--- src/rtl/acg_pkg.sv ---
package acg_pkg;
  localparam int unsigned POST_MAX = 8;
  localparam int unsigned SLOT_MAX = 32;

  // Effective linear divide ratio; illegal values clamp to 2.
  function automatic int unsigned eff_ratio(int unsigned d, bit o);
    return (d < 2) ? 2 : (2 * d + (o ? 1 : 0));
  endfunction

  function automatic bit ratio_bad(int unsigned d);
    return d < 2;
  endfunction

  // Number of master-clock periods per bit-clock half period.
  function automatic int unsigned post_half(bit ch32);
    return ch32 ? 2 : 4;
  endfunction

  function automatic int unsigned slot_len(bit ch32);
    return ch32 ? 32 : 16;
  endfunction
endpackage

--- src/rtl/acg_lindiv.sv ---
module acg_lindiv #(
  parameter int CNT_W = 9
) (
  input  logic             clk,
  input  logic             rst_n,
  input  logic             run,
  input  logic [CNT_W-1:0] ratio,
  output logic             lin,
  output logic             rise_ev,
  output logic             fall_ev
);
  logic [CNT_W-1:0] cnt;
  logic [CNT_W-1:0] low_len;

  // Low phase is floor(N/2), high phase is the remainder.
  assign low_len = ratio >> 1;
  assign rise_ev = run && (cnt == low_len - 1'b1);
  assign fall_ev = run && (cnt == ratio - 1'b1);

  always_ff @(posedge clk or negedge rst_n) begin
    if (!rst_n) begin
      cnt <= '0;
      lin <= 1'b0;
    end else if (!run) begin
      cnt <= '0;
      lin <= 1'b0;
    end else begin
      cnt <= fall_ev ? '0 : cnt + 1'b1;
      if (rise_ev)      lin <= 1'b1;
      else if (fall_ev) lin <= 1'b0;
    end
  end
endmodule

--- src/rtl/acg_bitdiv.sv ---
module acg_bitdiv
  import acg_pkg::*;
#(
  parameter int PC_W = $clog2(POST_MAX)
) (
  input  logic clk,
  input  logic rst_n,
  input  logic run,
  input  logic mck_mode,
  input  logic ch32,
  input  logic lin_rise,
  input  logic lin_fall,
  output logic bck,
  output logic bck_fall_ev
);
  logic [PC_W-1:0] pc;
  logic [PC_W-1:0] half;
  logic            bck_rise_ev;

  assign half = PC_W'(post_half(ch32));

  // With the master clock on, count its periods; otherwise pass the divider edges through.
  always_comb begin
    if (mck_mode) begin
      bck_rise_ev = lin_fall && (pc == half - 1'b1);
      bck_fall_ev = lin_fall && (pc == (half << 1) - 1'b1);
    end else begin
      bck_rise_ev = lin_rise;
      bck_fall_ev = lin_fall;
    end
  end

  always_ff @(posedge clk or negedge rst_n) begin
    if (!rst_n) begin
      pc  <= '0;
      bck <= 1'b0;
    end else if (!run) begin
      pc  <= '0;
      bck <= 1'b0;
    end else begin
      if (mck_mode && lin_fall)
        pc <= (pc == (half << 1) - 1'b1) ? '0 : pc + 1'b1;
      if (bck_rise_ev)      bck <= 1'b1;
      else if (bck_fall_ev) bck <= 1'b0;
    end
  end
endmodule

--- src/rtl/acg_framer.sv ---
module acg_framer
  import acg_pkg::*;
#(
  parameter int BC_W = $clog2(SLOT_MAX)
) (
  input  logic clk,
  input  logic rst_n,
  input  logic run,
  input  logic ch32,
  input  logic bck_fall_ev,
  output logic ws,
  output logic frame_stb
);
  logic [BC_W-1:0] bc;
  logic            slot_end;

  assign slot_end = bck_fall_ev && (bc == BC_W'(slot_len(ch32) - 1));

  always_ff @(posedge clk or negedge rst_n) begin
    if (!rst_n) begin
      bc        <= '0;
      ws        <= 1'b0;
      frame_stb <= 1'b0;
    end else if (!run) begin
      bc        <= '0;
      ws        <= 1'b0;
      frame_stb <= 1'b0;
    end else begin
      if (bck_fall_ev) bc <= slot_end ? '0 : bc + 1'b1;
      if (slot_end)    ws <= ~ws;
      frame_stb <= slot_end && ws;
    end
  end
endmodule

--- src/rtl/audio_clkgen.sv ---
module audio_clkgen
  import acg_pkg::*;
#(
  parameter int DIV_W = 8
) (
  input  logic             clk,
  input  logic             rst_n,
  input  logic             enable,
  input  logic [DIV_W-1:0] div_val,
  input  logic             odd_ext,
  input  logic             mclk_en,
  input  logic             ch32,
  output logic             mclk,
  output logic             bclk,
  output logic             ws,
  output logic             frame_pulse,
  output logic             cfg_err
);
  localparam int CNT_W = DIV_W + 1;

  logic [CNT_W-1:0] ratio_q;
  logic             mck_q;
  logic             ch_q;
  logic             lin;
  logic             lin_rise;
  logic             lin_fall;
  logic             bck_fall_ev;

  // Configuration is sampled only while disabled.
  always_ff @(posedge clk or negedge rst_n) begin
    if (!rst_n) begin
      ratio_q <= CNT_W'(2);
      mck_q   <= 1'b0;
      ch_q    <= 1'b0;
      cfg_err <= 1'b0;
    end else if (!enable) begin
      ratio_q <= CNT_W'(eff_ratio(int'(div_val), odd_ext));
      mck_q   <= mclk_en;
      ch_q    <= ch32;
      cfg_err <= ratio_bad(int'(div_val));
    end
  end

  acg_lindiv #(.CNT_W(CNT_W)) u_lin (
    .clk(clk), .rst_n(rst_n), .run(enable), .ratio(ratio_q),
    .lin(lin), .rise_ev(lin_rise), .fall_ev(lin_fall)
  );

  acg_bitdiv u_bit (
    .clk(clk), .rst_n(rst_n), .run(enable), .mck_mode(mck_q), .ch32(ch_q),
    .lin_rise(lin_rise), .lin_fall(lin_fall), .bck(bclk), .bck_fall_ev(bck_fall_ev)
  );

  acg_framer u_frm (
    .clk(clk), .rst_n(rst_n), .run(enable), .ch32(ch_q),
    .bck_fall_ev(bck_fall_ev), .ws(ws), .frame_stb(frame_pulse)
  );

  assign mclk = lin & mck_q;
endmodule

--- config.mk ---
export PLATFORM = sky130hd
export DESIGN_NAME = audio_clkgen
export DESIGN_NICKNAME = d
export VERILOG_FILES = /design/src/rtl/acg_pkg.sv /design/src/rtl/acg_lindiv.sv /design/src/rtl/acg_bitdiv.sv /design/src/rtl/acg_framer.sv /design/src/rtl/audio_clkgen.sv
export SDC_FILE = /design/constraint.sdc
export NUM_CORES = 1
export LEC_CHECK = 0
export ABC_CLOCK_PERIOD_IN_PS = 3050
export BUFFER_PORTS_ARGS = -buffer_cell sky130_fd_sc_hd__buf_2
export CAP_MARGIN = 30
export CORE_MARGIN = 2
export CORE_UTILIZATION = 49
export CTS_CLUSTER_SIZE = 8
export DETAILED_ROUTE_END_ITERATION = 10
export PLACE_DENSITY = 0.68
export SETUP_SLACK_MARGIN = 0.15
export SYNTH_ARGS = -nofsm -noshare
export SYNTH_HDL_FRONTEND = slang
export SYNTH_SLANG_ARGS = --single-unit
--- constraint.sdc ---
create_clock -name clk -period 3.05 [get_ports clk]
set_input_delay 0 -clock clk [delete_from_list [all_inputs] [get_ports clk]]
set_output_delay 0 -clock clk [all_outputs]
set_load 0.005 [all_outputs]
### Yosys cells after proc, flatten, opt, wreduce, memory -nomap -nowiden

Index checks and enable logic that the tools add are counted.

| word-level totals | value |
|---|---|
| register bits after elaboration | 33 |
| input bits | 14 |
| output and inout port bits | 5 |
| word-level logic and storage cells | 63 |

| cells by class | value |
|---|---|
| add/sub/neg operators | 9 |
| magnitude comparators | 1 |
| equal/unequal tests | 10 |
| mux-type cells | 23 |
| bitwise logic cells | 2 |
| reductions and logical operators | 7 |

Operator list:

| operator | count |
|---|---|
| $mux W9 | 3 |
| $mux W5 | 4 |
| $eq A9 B9 Y1 | 2 |
| $mux W1 | 12 |
| $mux W3 | 4 |
| $add A9 B1 Y9 | 1 |
| $add A9 B1 Y9 const B | 1 |
| $sub A8 B1 Y9 const B | 1 |
| $sub A9 B1 Y9 const B | 1 |
| $lt A8 B2 Y1 const B | 1 |
| $logic_and A1 B1 Y1 | 7 |
| $eq A3 B3 Y1 | 2 |
| $ne A2 B1 Y1 const B | 3 |
| $ne A3 B1 Y1 const B | 2 |
| $sub A3 B1 Y3 const B | 2 |
| $add A5 B1 Y5 const B | 1 |
| $eq A5 B5 Y1 | 1 |
| $sub A5 B1 Y5 const B | 1 |
| $add A3 B1 Y3 const B | 1 |
| $and A1 B1 Y1 | 1 |
| $not A1 Y1 | 1 |

### Longest topological paths before layout

Gate-level depths: netlist of the first run.

| depth | value |
|---|---|
| depth in word-level cells | 9 |
| mapped depth | 9 |
| gate-level depth less buffers | 8 |

### Hierarchy

A second synthesis of the first run with hierarchy kept.

| second synthesis, totals | value |
|---|---|
| cells, all modules | 200 |
| area total of the unflattened synthesis | 2040.7 sq um |

By module, submodules not included:

| module | times used | cells each | area each (sq um) | sequential area each (sq um) |
|---|---|---|---|---|
| acg_lindiv | 1 | 114 | 979.7 | 250.2 |
| audio_clkgen | 1 | 31 | 479.2 | 301.5 |
| acg_framer | 1 | 29 | 334.1 | 175.2 |
| acg_bitdiv | 1 | 26 | 247.7 | 100.1 |

### Least setup slack after synthesis of the first run

OpenSTA, ideal clock, no wires.

| timing path | value |
|---|---|
| path kind | reg2reg |
| start | register ratio_q[1] |
| end | register u_frm.bc[0] |
| library setup time | 77 ps |
| data arrival time | 2292 ps |
| data required time | 2973 ps |
| slack | 680 ps |
| stages on the path, launching flop included | 9 |
| path buffers | 0 |
| clock period less this slack | 2370 ps |
| cells stage by stage | dfstp_2 inv_1 ha_1 nor2b_1 a31o_2 a2111oi_4 o211ai_4 or4_1 a21oi_1 |

| between the ends | value |
|---|---|
| longest elaborated chain between the ends | 9 |
| elaborated cells on any way between the ends | 10 |
| classes of those cells | 1 x add/sub; 2 x eq/ne; 4 x mux; 3 x reduce/logical |

RTL lines:

| element | line | text |
|---|---|---|
| from (decl) | audio_clkgen.sv:21 | `logic [CNT_W-1:0] ratio_q;` |
| from (signal assigned) | audio_clkgen.sv:37 | `ratio_q <= CNT_W'(eff_ratio(int'(div_val), odd_ext));` |
| $sub A9 B1 Y9 * | acg_lindiv.sv:18 | `assign fall_ev = run && (cnt == ratio - 1'b1);` |
| $eq A9 B9 Y1 * | acg_lindiv.sv:18 |  |
| $logic_and A1 B1 Y1 * | acg_lindiv.sv:18 |  |
| $logic_and A1 B1 Y1 | acg_bitdiv.sv:26 | `bck_fall_ev = lin_fall && (pc == (half << 1) - 1'b1);` |
| $mux W1 * | acg_bitdiv.sv:24 | `if (mck_mode) begin` |
| $logic_and A1 B1 Y1 | acg_framer.sv:17 | `assign slot_end = bck_fall_ev && (bc == BC_W'(slot_len(ch32) - 1));` |
| $mux W5 (2 in series) | acg_framer.sv:29 | `if (bck_fall_ev) bc <= slot_end ? '0 : bc + 1'b1;` |
| $mux W5 | acg_framer.sv:24 | `end else if (!run) begin` |
| to (signal assigned) | acg_framer.sv:29 |  |
| to (decl) | acg_framer.sv:14 | `logic [BC_W-1:0] bc;` |

Mark *: on every way between the ends. The rest lies on a longest branch, timed or not. The select of a mux whose other input is x is not followed.
A chain may end at the register's enable or synchronous reset.

### Final worst setup path of the first run

| timing path | value |
|---|---|
| start | register ratio_q[1] |
| end | register u_bit.pc[0] |

| between the ends | value |
|---|---|
| longest elaborated chain between the ends | 5 |

RTL lines:

| element | line | text |
|---|---|---|
| $sub A9 B1 Y9 | acg_lindiv.sv:18 |  |
| $eq A9 B9 Y1 | acg_lindiv.sv:18 |  |
| $logic_and A1 B1 Y1 | acg_lindiv.sv:18 |  |
| $logic_and A1 B1 Y1 | acg_bitdiv.sv:41 | `if (mck_mode && lin_fall)` |
| $ne A2 B1 Y1 (no source line) | -- |  |
| to (signal assigned) | acg_bitdiv.sv:42 | `pc <= (pc == (half << 1) - 1'b1) ? '0 : pc + 1'b1;` |
| to (decl) | acg_bitdiv.sv:16 | `logic [PC_W-1:0] pc;` |

No other way between the ends.

==> impl_metrics.json, run 1 <==
{
  "fin_crit_ns": 2.64,
  "ys_warn_count": 0,
  "tns_ns": 0,
  "cts-root-buf": "clkbuf_8",
  "antenna_cells": 0,
  "slowest_delay_ns": 0.56,
  "area_delta_synth_final_pct": 16.8,
  "critPathRequiredTime_ns": 3.25,
  "post-route-period-util": 0.867,
  "fp-row-count": 23,
  "min_path_cells": 2,
  "clock.fmax_mhz": 378,
  "cp_top_family": "compound AO/OA/AOI/OAI gates",
  "drive_gt1_frac": 0.176,
  "setup_viol": 0,
  "ir_drop_uv": 370,
  "cts_resized": 0,
  "drtIter0Drc": 104,
  "place_congestion": 0.772,
  "cts_tree": "done",
  "setup_ws_ns": 0.407,
  "grt_overflow": 0,
  "dp_hpwl_mm": 2.99,
  "ys_ff_latch": 33,
  "hold_viol": 0,
  "clkLatencyLatePin_ns": 0.28,
  "ant_nets": 0,
  "antenna_found_initial": 0,
  "rsz0062_at_grt": "false",
  "ys_seq_area_frac": 0.396,
  "grt_pass1_wl_mm": 7.64,
  "initial_core_util": 0.515,
  "startpoint_type": "register",
  "wl_mm": 4.39,
  "numCtsBuffers": 5,
  "crit_chain": "inv_1, ha_1, nor2b_1, a31o_2, a2111oi_4, o211ai_4, or4b_1, a21oi_1",
  "post_drt_via_cell_ratio": 5.58,
  "fp.coreArea_um2": 4060,
  "fin_nets": 263,
  "status": "finished, final reports clean",
  "fin_hold_ws_ns": 0.162,
  "synth_nets": 236,
  "synth_area_um2": 2090,
  "grt_pass1_vias": 1650,
  "die_w_um": 69.3,
  "critPathArrivalTime_ns": 2.85,
  "portBuffers": 18,
  "worstSetupPathDepth": 8,
  "p_leak_nw": 1.06,
  "clk_pin_slew_ns": 0.07,
  "async_flop_share": 1.00,
  "dp_slack_ns": 0.416,
  "total_power_mw": 1.10,
  "syn_inst": 217,
  "htreeDepth": 2,
  "fill_cells": 339,
  "cp_slowest_cell": "or4b_1",
  "fp.dieH_um": 69.3,
  "drtPass1Iterations": 4,
  "clock_skew_ns": 0.00326,
  "hold_path.class": "in2reg",
  "maxSlewViolCount": 0,
  "synth_edf_count": 0,
  "synth_flop_cell": "dfrtp_1",
  "synth_cell_types": 50,
  "cts_sinks": 33,
  "cts_buffer_depth": 2,
  "maxCapViolations": 0,
  "max_slew_margin": 0.518,
  "drc": 0,
  "grt_usage": 0.199,
  "powerDensity_nw_per_um2": 450,
  "cts_setup_buffers": 0,
  "cp_max_fo": 19,
  "ios": 19,
  "grt_max_degree": 34,
  "tightest_slew_ns": 0.723,
  "vias": 1645,
  "crit_type": "reg2reg",
  "synth_area_per_cell_um2": 9.63,
  "reg2regPathDepth": 8,
  "dieArea_um2": 4800,
  "wire_per_inst_um": 14.9,
  "cp.buffers_inverters": 1,
  "cp-end-kind": "register"
}
[cells by family after synthesis]
group | count (synthesis) | share of synthesized area
simple gates | 75 | 0.202
compound gates | 37 | 0.138
flops | 33 | 0.396
xor+xnor | 32 | 0.134
buf+inv | 25 | 0.0473
mux | 10 | 0.0533
fa+ha+maj | 5 | 0.0299
[cell usage after synthesis (all sizes together) (2+ instances only)]
library cell	count	share of area
a21o	2	0.0072
a21oi	10	0.024
and4b	2	0.0096
buf	5	0.011
clkbuf	6	0.011
dfrtp	32	0.38
ha	5	0.030
inv	14	0.025
mux2	9	0.049
nand2	11	0.020
nand3	10	0.024
nand4	4	0.012
nor2	18	0.032
nor2b	2	0.0060
nor3	6	0.014
nor3b	3	0.011
nor4	2	0.0060
nor4b	2	0.011
o2111ai	2	0.0084
o21a	3	0.011
o21ai	7	0.019
o31ai	2	0.0072
or3	2	0.0060
or4	4	0.014
or4b	2	0.0096
xnor2	17	0.071
xor2	15	0.063
[metal layers]
metal	vias to the layer above	track usage	wire (um)
li1	821	-	-
met1	789	0.259	2070
met2	30	0.330	2120
met3	5	0.0451	139
met4	0	0.0588	60
met5	-	0	0
[placed cells by master, fill, tap and decap left out, drive strengths merged, types with 2 or more instances in the layout]
master        n
nor2         18
nor4          2
dfrtp        32
o21a          3
clkbuf        7
and4b         2
xnor2        17
o31ai         2
nand2        11
buf          19
a21o          2
o2111ai       2
nor2b         2
nand3        10
mux2          9
or4           4
ha            5
nor3          6
dlygate4sd3  12
a21oi        10
or4b          2
or3           2
o21ai         7
xor2         15
nor4b         2
nand4         4
nor3b         3
inv          14
[area by class of cell]
cell class              instances  area [um^2]  share of cell area
clock buffers                   7         86.3              0.0354
clock inverters                 1         30.0              0.0123
flip-flops and latches         33          827               0.339
well taps                      50         62.6              0.0256
inverters                      14         52.6              0.0215
multi-input cells             159         1160               0.477
repair buffers                 31          218              0.0892
[where the power goes]
part	leakage [nW]	internal, mW	switching (mW)
clock	0.0585	0.266	0.160
sequential	0.431	0.457	0.0375
combinational	0.573	0.0849	0.0916
total	1.06	0.809	0.289
[final timing paths]
kind / from / slack, ns / endpoint
min in group asynchronous: rst_n / 0.31 / ch_q
worst max register to register: ratio_q[1] / 0.41 / u_bit.pc[0]
max in group asynchronous: rst_n / 2.27 / u_frm.bc[2]
worst min-delay path: enable / 0.16 / u_bit.pc[2]
worst min register to register: cfg_err / 0.53 / cfg_err
worst max-delay path: ratio_q[1] / 0.41 / u_bit.pc[0]
[per-stage QoR]
| step | utilization | std cells | instance area, um^2 |
|---|---|---|---|
| 3_3_place_gp | 0.543 | 275 | 2200 |
| 3_5_place_dp | 0.543 | 275 | 2200 |
| 4_1_cts | 0.601 | 295 | 2440 |
| 6_report | 0.601 | 295 | 2440 |
| 5_1_grt | 0.601 | 295 | 2440 |
| 2_1_floorplan | - | 217 | 2090 |
[sequential cells by signal, summed over array words and instances, names as in the netlist]
signal,count
cfg_err,1
u_frm.ws,1
ratio_q,9
ch_q,1
u_lin.lin,1
u_frm.frame_stb,1
u_frm.bc,5
u_bit.pc,3
u_lin.cnt,9
u_bit.bck,1
mck_q,1
[timing repair]
item	4_1_cts	5_1_grt
hold buffers	12	0
setup endpoints to repair	0	0
endpoints found under the hold margin	43	0
No activity file was read; power rests on OpenSTA's default activity.
==> run 2: changes to the inputs <==
- ABC_CLOCK_PERIOD_IN_PS: 3050 -> unset
- CORE_ASPECT_RATIO: unset -> 0.9
- CORE_UTILIZATION: 49 -> 50
- PLACE_DENSITY: 0.68 -> 0.69
==> run 2 against run 1 <==
Against the previous run: first-iteration DRC count rose by 30%; final cell count fell by 0.68%; utilization rose by 0.11 points; sequential cell count did not move; register-to-register slack got worse by 0.02 ns; combinational power barely moved; clock skew rose by 0.0057 ns; largest power group unchanged; clock power barely moved; non-clock buffer count did not move.
==> impl_metrics.json, run 2 (synthesis gave the netlist of run 1 again) <==
{
  "cts_tree": "done",
  "antenna_cells": 0,
  "ir_drop_uv": 324,
  "fp.dieH_um": 65.3,
  "layout_common_cells": "dfrtp_1 (32), nor2_1 (18), buf_2 (18)",
  "drive_gt1_frac": 0.176,
  "dp_cells": 273,
  "numCtsBuffers": 5,
  "powerDensity_nw_per_um2": 452,
  "finalInstanceArea_um2": 2440,
  "largestRegisters": "ratio_q x9, u_lin.cnt x9, u_frm.bc x5",
  "p_leak_nw": 1.06,
  "clock_skew_ns": 0.00893,
  "clk_pin_slew_ns": 0.07,
  "startpoint_type": "register",
  "wire_per_inst_um": 14.7,
  "placed_area_um2": 2200,
  "ant_nets": 0,
  "cts_resized": 0,
  "portBuffers": 18,
  "drtIter0Drc": 135,
  "vias": 1639,
  "maxSlewViolCount": 0,
  "setup_viol": 0,
  "ios": 19,
  "clock.fmax_mhz": 376,
  "clkLatencyLatePin_ns": 0.28,
  "max_slew_margin": 0.507,
  "final_cells": 293,
  "cp_max_fo": 19,
  "layout_commonest_cell": "dfrtp_1",
  "grt_pass1_vias": 1554,
  "cp-end-kind": "register",
  "die_w_um": 72.1,
  "fp.coreArea_um2": 4050,
  "status": "finished, final reports clean",
  "drtPass1Iterations": 4,
  "cts_buffer_depth": 2,
  "fin_hold_ws_ns": 0.178,
  "grt_max_degree": 34,
  "dp_hpwl_mm": 3.05,
  "fin_crit_ns": 2.66,
  "dieArea_um2": 4710,
  "wl_mm": 4.30,
  "hold_viol": 0,
  "antenna_found_initial": 0,
  "area_delta_synth_final_pct": 16.6,
  "cts_sinks": 33,
  "post_drt_via_cell_ratio": 5.59,
  "critPathRequiredTime_ns": 3.26,
  "initial_core_util": 0.516,
  "cts-root-buf": "clkbuf_8",
  "tns_ns": 0,
  "maxCapViolations": 0,
  "fin_nets": 263,
  "hold_path.class": "in2reg",
  "fp-row-count": 22,
  "grt_usage": 0.207,
  "rsz0062_at_grt": "false",
  "grt_pass1_wl_mm": 7.52,
  "place_congestion": 0.853,
  "tightest_slew_ns": 0.740,
  "htreeDepth": 2,
  "critPathArrivalTime_ns": 2.87,
  "crit_type": "reg2reg",
  "grt_overflow": 0,
  "post-route-period-util": 0.873,
  "total_power_mw": 1.10,
  "drc": 0
}
## run 2: cell counts in the layout (fill, tap and decap cells not counted)
Identical to the previous run, type by type.
## run 2: per-layer routing
layer  part of all wire  GRT usage  routed length (um)
met3              0.047     0.0552                 204
met4             0.0086     0.0566                  37
met2               0.45      0.312                1940
met1               0.49      0.294                2130
met5                  0          0                   0
## run 2: repair_timing
action | CTS | global route
endpoints found under the hold margin | 43 | 0
buffers inserted | 0 | 0
hold buffers | 12 | 0
## run 2: worst max-delay path, stage by stage (launching register included)
cell and delay, ns:
dfstp_2 0.55, inv_1 0.07, ha_1 0.26, nor2b_1 0.16, a31o_2 0.23, a2111oi_4 0.34
o211ai_4 0.25, or4b_1 0.56, a21oi_1 0.15
## run 2: report_power, final
part,leakage (nW),switching [mW],total [mW],internal (mW)
clock network,0.0585,0.162,0.428,0.266
logic,0.573,0.0944,0.179,0.0849
registers,0.431,0.0362,0.494,0.457
## run 2: layout make-up
| class | instances | area [um^2] |
|---|---|---|
| flip-flops and latches | 33 | 827 |
| clock inverters | 1 | 30.0 |
| repair buffers | 31 | 218 |
| fillers | 349 | 1610 |
| clock buffers | 7 | 86.3 |
| well taps | 48 | 60.1 |
| inverters | 14 | 52.6 |
| multi-input cells | 159 | 1160 |
## run 2: metrics by stage
stage | setup slack (ns) | utilization
2_1_floorplan | 0.680 | -
3_5_place_dp | 0.402 | 0.544
3_3_place_gp | 0.498 | 0.544
5_1_grt | 0.252 | 0.602
6_report | 0.388 | 0.602
4_1_cts | 0.399 | 0.602
## run 2: path summary, 6_finish.rpt
check / startpoint / end / slack (ns) / cells past startpoint
setup / recovery: ratio_q[1] / u_bit.pc[0] / 0.39 / 8
hold / removal: enable / u_bit.pc[1] / 0.18 / 2
setup reg to reg: ratio_q[1] / u_bit.pc[0] / 0.39 / 8
hold reg to reg: cfg_err / cfg_err / 0.52 / 2
max in group asynchronous: rst_n / u_lin.cnt[1] / 2.26 / 2
min in group asynchronous: rst_n / u_bit.pc[2] / 0.31 / 2
